## src/rtl/ic_capture_pkg.sv

```systemverilog
package ic_capture_pkg;

    typedef enum logic [1:0] {
        EDGE_NONE = 2'b00,
        EDGE_RISE = 2'b01,
        EDGE_FALL = 2'b10,
        EDGE_BOTH = 2'b11
    } edge_sel_e;

    typedef enum logic [1:0] {
        EDGE_FILL  = 2'b00,
        EDGE_IDLE  = 2'b01,
        EDGE_WATCH = 2'b10
    } edge_state_e;

    typedef enum logic {
        FLAG_CLEAR = 1'b0,
        FLAG_SET   = 1'b1
    } flag_state_e;

endpackage

```

## src/rtl/ic_sync.sv

```systemverilog
module ic_sync #(
    parameter int STAGES = 2
) (
    input  logic clk,
    input  logic rst_n,
    input  logic d_async,
    output logic q_sync
);

    logic [STAGES-1:0] chain;

    generate
        if (STAGES == 1) begin : g_single
            always_ff @(posedge clk or negedge rst_n) begin
                if (!rst_n) chain <= '0;
                else        chain <= d_async;
            end
        end else begin : g_multi
            always_ff @(posedge clk or negedge rst_n) begin
                if (!rst_n) chain <= '0;
                else        chain <= {chain[STAGES-2:0], d_async};
            end
        end
    endgenerate

    assign q_sync = chain[STAGES-1];

endmodule

```

## src/rtl/ic_edge_fsm.sv

```systemverilog
module ic_edge_fsm
    import ic_capture_pkg::*;
#(
    parameter int SYNC_STAGES = 2
) (
    input  logic       clk,
    input  logic       rst_n,
    input  logic       sync_lvl,
    input  logic       capture_en,
    input  logic [1:0] edge_sel,
    output logic       edge_hit
);

    localparam int FILL_W = $clog2(SYNC_STAGES + 2);
    localparam logic [FILL_W-1:0] FILL_LAST = FILL_W'(SYNC_STAGES);

    edge_state_e       state, state_nx;
    logic [FILL_W-1:0] fill_cnt;
    logic              fill_done;
    logic              prev_lvl;
    logic              active;
    logic              rise, fall;
    edge_sel_e         sel;

    assign sel       = edge_sel_e'(edge_sel);
    assign active    = capture_en && (sel != EDGE_NONE);
    assign fill_done = (fill_cnt == FILL_LAST);
    assign rise      = sync_lvl && !prev_lvl;
    assign fall      = !sync_lvl && prev_lvl;

    // history flop: always follows the synchronized level
    always_ff @(posedge clk or negedge rst_n) begin
        if (!rst_n) prev_lvl <= 1'b0;
        else        prev_lvl <= sync_lvl;
    end

    // priming counter, saturates once pipeline holds real samples
    always_ff @(posedge clk or negedge rst_n) begin
        if (!rst_n)          fill_cnt <= '0;
        else if (!fill_done) fill_cnt <= fill_cnt + 1'b1;
    end

    // state register
    always_ff @(posedge clk or negedge rst_n) begin
        if (!rst_n) state <= EDGE_FILL;
        else        state <= state_nx;
    end

    // next state
    always_comb begin
        state_nx = state;
        unique case (state)
            EDGE_FILL:  if (fill_done) state_nx = active ? EDGE_WATCH : EDGE_IDLE;
            EDGE_IDLE:  if (active)    state_nx = EDGE_WATCH;
            EDGE_WATCH: if (!active)   state_nx = EDGE_IDLE;
            default:                   state_nx = EDGE_FILL;
        endcase
    end

    // outputs
    always_comb begin
        edge_hit = 1'b0;
        unique case (state)
            EDGE_FILL:  edge_hit = 1'b0;
            EDGE_IDLE:  edge_hit = 1'b0;
            EDGE_WATCH: edge_hit = active &&
                                   ((rise && sel[0]) || (fall && sel[1]));
            default:    edge_hit = 1'b0;
        endcase
    end

    // no edge may be reported before the synchronizer is primed
    assert_primed_before_hit_R9: assert property (@(posedge clk) disable iff (!rst_n)
        edge_hit |-> fill_done);

    // a reported edge must be a real change of the synchronized level
    assert_hit_is_change_R2: assert property (@(posedge clk) disable iff (!rst_n)
        edge_hit |=> (prev_lvl != $past(prev_lvl)));

endmodule

```

## src/rtl/ic_flag_fsm.sv

```systemverilog
module ic_flag_fsm
    import ic_capture_pkg::*;
(
    input  logic clk,
    input  logic rst_n,
    input  logic set_evt,
    input  logic clr_strobe,
    input  logic clr_allowed,
    output logic flag
);

    flag_state_e state, state_nx;

    // state register
    always_ff @(posedge clk or negedge rst_n) begin
        if (!rst_n) state <= FLAG_CLEAR;
        else        state <= state_nx;
    end

    // next state: capture has priority over clear
    always_comb begin
        state_nx = state;
        unique case (state)
            FLAG_CLEAR: if (set_evt) state_nx = FLAG_SET;
            FLAG_SET:   if (!set_evt && clr_strobe && clr_allowed)
                            state_nx = FLAG_CLEAR;
            default:    state_nx = FLAG_CLEAR;
        endcase
    end

    // outputs
    always_comb begin
        unique case (state)
            FLAG_CLEAR: flag = 1'b0;
            FLAG_SET:   flag = 1'b1;
            default:    flag = 1'b0;
        endcase
    end

    assert_capture_sets_flag_R7: assert property (@(posedge clk) disable iff (!rst_n)
        set_evt |=> flag);

    assert_clear_blocked_R6: assert property (@(posedge clk) disable iff (!rst_n)
        (flag && clr_strobe && !clr_allowed) |=> flag);

    assert_clear_works_R6: assert property (@(posedge clk) disable iff (!rst_n)
        (flag && clr_strobe && clr_allowed && !set_evt) |=> !flag);

endmodule

```

## src/rtl/ic_capture_channel.sv

```systemverilog
module ic_capture_channel #(
    parameter int CNT_W       = 16,
    parameter int SYNC_STAGES = 2
) (
    input  logic             clk,
    input  logic             rst_n,
    input  logic             ic_pin,
    input  logic             ic_mode,
    input  logic [1:0]       edge_sel,
    input  logic [CNT_W-1:0] cnt_val,
    input  logic             irq_en,
    input  logic             flag_clr,
    input  logic             timer_en,
    input  logic             accum_en,
    output logic [CNT_W-1:0] cap_value,
    output logic             cap_flag,
    output logic             irq
);

    logic pin_sync;
    logic cap_evt;

    ic_sync #(.STAGES(SYNC_STAGES)) u_sync (
        .clk     (clk),
        .rst_n   (rst_n),
        .d_async (ic_pin),
        .q_sync  (pin_sync)
    );

    ic_edge_fsm #(.SYNC_STAGES(SYNC_STAGES)) u_edge (
        .clk        (clk),
        .rst_n      (rst_n),
        .sync_lvl   (pin_sync),
        .capture_en (ic_mode),
        .edge_sel   (edge_sel),
        .edge_hit   (cap_evt)
    );

    ic_flag_fsm u_flag (
        .clk         (clk),
        .rst_n       (rst_n),
        .set_evt     (cap_evt),
        .clr_strobe  (flag_clr),
        .clr_allowed (timer_en || accum_en),
        .flag        (cap_flag)
    );

    always_ff @(posedge clk or negedge rst_n) begin
        if (!rst_n)       cap_value <= '0;
        else if (cap_evt) cap_value <= cnt_val;
    end

    assign irq = cap_flag && irq_en;

    assert_capture_loads_count_R3: assert property (@(posedge clk) disable iff (!rst_n)
        cap_evt |=> (cap_flag && (cap_value == $past(cnt_val))));

    assert_no_capture_when_off_R4: assert property (@(posedge clk) disable iff (!rst_n)
        !ic_mode |=> $stable(cap_value));

    assert_flag_rise_needs_mode_R4: assert property (@(posedge clk) disable iff (!rst_n)
        $rose(cap_flag) |-> $past(ic_mode));

endmodule

```

## config.mk

```make
export PLATFORM = sky130hd
export DESIGN_NAME = ic_capture_channel
export DESIGN_NICKNAME = d
export VERILOG_FILES = /design/src/rtl/ic_capture_pkg.sv /design/src/rtl/ic_sync.sv /design/src/rtl/ic_edge_fsm.sv /design/src/rtl/ic_flag_fsm.sv /design/src/rtl/ic_capture_channel.sv
export SDC_FILE = /design/constraint.sdc
export NUM_CORES = 1
export LEC_CHECK = 0
export BUFFER_PORTS_ARGS = -buffer_cell sky130_fd_sc_hd__buf_4
export CORE_MARGIN = 3
export CORE_UTILIZATION = 48
export CTS_CLUSTER_SIZE = 8
export DETAILED_ROUTE_END_ITERATION = 10
export PLACE_DENSITY_LB_ADDON = 0.2
export SETUP_SLACK_MARGIN = 0.2
export SKIP_LAST_GASP = 1
export SYNTH_ARGS = -nofsm -noshare
export SYNTH_HDL_FRONTEND = slang
export SYNTH_SLANG_ARGS = --single-unit
```

## constraint.sdc

```tcl
create_clock -name clk -period 2.67 [get_ports clk]
set_input_delay 0.267 -clock clk [delete_from_list [all_inputs] [get_ports clk]]
set_output_delay 0.267 -clock clk [all_outputs]
set_load 0.05 [all_outputs]
```

==> reports/qor.yml <==
grt:
  gr-usage-met3: 0.0379
  wire_length_of_the_first_global_routing_pass_um: 3120
  busiest_layer: "met2"
  sum_of_overflow_across_all_layers_after_global_routing: 0
  first_global_vias: 677
  globalRouteMet2Util: 0.283
  grtUsageMet1: 0.200
  antenna_violations_before_repair: 0
  global_route.usage.total: 0.166
  pin_count_of_the_biggest_net_entering_global_routing: 25
power:
  switchingPower_uw: 401
  sw_frac_of_total: 0.376
  p_int_uw: 666
  worst_ir_drop_vdd_mv: 0.491
  comb_power_share: 0.392
  total_leakage_power_uw: 0.000703
  p_seq_frac: 0.435
  power_total_uw: 1070
  power_per_cell_area_mw_per_mm2: 777
  relative_contribution_of_the_clock_network_to_total_power: 0.173
floorplanning:
  area_of_the_die_mm2: 0.00260
  start_util: 0.535
  die_x_um: 51.0
  die_h_um: 51.0
  core_region_area_mm2: 0.00182
  std_cell_rows: 15
  io-pin-count: 44
synthesis:
  synthesis.yosys.warnings: 0
  netlist_top_cells_area: "sky130_fd_sc_hd__dfrtp_1 62%, sky130_fd_sc_hd__mux2_4 14%, sky130_fd_sc_hd__mux2_2 8.1%"
  synth_seq_cells: 24
  postSynthCellCount: 58
  synthesis.nets: 85
  synth_sequential_area_ratio: 0.617
  synth_enable_flop_cells: 0
  yosys.area.top_type: "sky130_fd_sc_hd__dfrtp_1"
  synth_largest_type_area_fraction: 0.617
  async_reset_ff_frac: 1.00
  synthMostInstantiatedCell: "sky130_fd_sc_hd__dfrtp_1"
  avgSynthCellArea_um2: 16.8
  synth.cells.most_frequent: "24 x sky130_fd_sc_hd__dfrtp_1, 9 x sky130_fd_sc_hd__mux2_4, 7 x sky130_fd_sc_hd__mux2_2"
  syn-cell-area_um2: 973
  ys_dominant_reg_cell: "sky130_fd_sc_hd__dfrtp_1"
  ys_types: 18
critical_path:
  crit_slowest_cell: "sky130_fd_sc_hd__dfrtp_1"
  timing.reg2reg.setup_slack_ns: 0.99
  maximum_fanout_along_the_worst_path: 9
  timing.critical_path.required_ns: 2.87
  critPathArrivalTime_ns: 1.88
  slowest_delay_ns: 0.43
  cp_cell_sequence: "nand3b_1 -> a2111oi_4 -> buf_4 -> mux2_4"
  critical_path.startpoint_type: "register"
  end_kind: "register"
  setup.worst_path.class: "reg -> reg"
sta:
  hold_violations: 0
  tns_ns: 0
  slew_violations: 0
  clock-skew-final_ns: 0.00431
  final_min_period_over_clock_period: 0.629
  report.final.setup_viol: 0
  max-slew-margin-rel: 0.805
  rsz0062_at_grt: "no"
  tightest_slew_ns: 0.292
  max_clock_freq_mhz: 595
  final_period_minus_worst_setup_slack_ns: 1.68
flow_run:
  maxCapViolCount: 0
drt:
  wire_per_inst_um: 14.2
  dr.first_iter.drc_count: 3
  dr_total_vias: 628
  ant_nets: 0
  via_density_per_instance: 4.76
  residual_drc: 0
  drt_first_pass_iters: 4
  route.final.wire_length_um: 1880
cts:
  numCtsBuffers: 3
  tritoncts_num_sinks: 24
  post_cts_buffers: 0
  cts_tree: "yes"
  cts_root_buffer: "sky130_fd_sc_hd__clkbuf_4"
  clk_path_buf_depth: 2
  clkSlewWorstSetupHoldPaths_ns: 0.13
  clock_tree.htree_level_count: 1
  worstSkewPairLatency_ns: 0.30
finish:
  multi_input_comb_area_um2: 350
  nNetsFinal: 135
  drive_gt1_frac: 0.645
  ff_latch_area_um2: 601
  fillerInstances: 129
  insertedDiodeCount: 0
  area_growth_from_synthesis_to_final_layout_pct: 41.1
place:
  port_buffers: 43
  finalWeightedCongestion: 0.664
  detailedPlacementHpwl_um: 1480
min_path:
  holdCritPathClass: "in -> reg"
run_status:
  result_of_the_run: "finished clean"
-- cells in the final DEF (no fill, tap or decap), drive strengths merged --
cell,netlist,routed
a2111oi,1,1
a21o,1,1
a21oi,1,1
and2,2,2
buf,1,45
clkbuf,0,4
dfrtp,24,24
dlygate4sd3,0,1
ha,1,1
inv,2,2
mux2,16,16
nand2,1,1
nand3b,2,2
nor2b,1,1
nor3,1,1
o21ai,3,3
xnor2,1,1
-- logic make-up (layout without fill, tap and decap cells) --
kind of cell,Yosys count,in the layout,share of synthesized area
buffers and inverters,3,52,0.0231
XOR/XNOR,1,1,0.00900
AO/OA/AOI/OAI,6,6,0.0617
flip-flops,24,24,0.617
adder cells (fa/ha/maj),1,1,0.0129
AND/OR/NAND/NOR,7,7,0.0566
multiplexers,16,16,0.220
-- path summary, 6_finish.rpt --
path / startpoint / end / depth (start not counted)
worst max-delay path: u_sync.chain[1] / cap_value[3] / 4
worst min-delay path: ic_pin / u_sync.chain[0] / 1
worst max register to register: u_sync.chain[1] / cap_value[3] / 4
worst min register to register: u_sync.chain[0] / u_sync.chain[1] / 0
max in group asynchronous: rst_n / cap_value[4] / 2
min in group asynchronous: rst_n / cap_value[6] / 2
-- state kept, by name, summed over array words and instances (netlist names) --
signal / cells
u_edge.state: 2
u_sync.chain: 2
u_edge.fill_cnt: 2
u_edge.prev_lvl: 1
cap_value: 16
u_flag.state: 1
-- critical path: cells and delay by family, from the launching register on --
kind / cells / cell delay [ns]
flops: 1 / 0.43
buf+inv: 1 / 0.27
mux: 1 / 0.32
compound gates: 1 / 0.33
simple gates: 1 / 0.22
-- cell type report --
type | count | area share
inverters | 2 | 0.00546
clock buffers | 4 | 0.0264
multi-input cells | 31 | 0.255
repair buffers | 46 | 0.253
well taps | 25 | 0.0228
flip-flops and latches | 24 | 0.437
-- repair_timing --
action                    4_1_cts  5_1_grt
hold buffers                    1        0
hold endpoints to repair       24        0
gates resized for setup         0        0
-- stage by stage --
step                      setup WS (ns)  hold WS (ns)  cells   util  instance area (µm²)
final                             0.990        0.0627    132  0.755                 1370
after global routing              0.880        0.0403    132  0.755                 1370
after CTS                         0.966        0.0494    132  0.755                 1370
after detailed placement          0.988         0.178    127  0.729                 1330
after global placement             1.05         0.177    127  0.729                 1330
after floorplan                   0.890       -0.0286     58      -                  973
-- power by group through the flow --
stage                     registers [µW]  logic (µW)  clock network (µW)
after floorplan                      663        78.2                   0
after global placement               465         415                   0
after detailed placement             468         424                   0
after CTS                            464         423                 195
after global routing                 472         434                 207
final                                464         418                 185
-- routing by layer --
| layer | wire [µm] | share of wire | vias to the layer above |
|---|---|---|---|
| met3 | 122 | 0.065 | 2 |
| met2 | 1030 | 0.55 | 25 |
| met5 | 0 | 0 | - |
| li1 | - | - | 300 |
| met4 | 13 | 0.0069 | 0 |
| met1 | 709 | 0.38 | 301 |
Note: power is estimated with default switching activity, not from simulation.
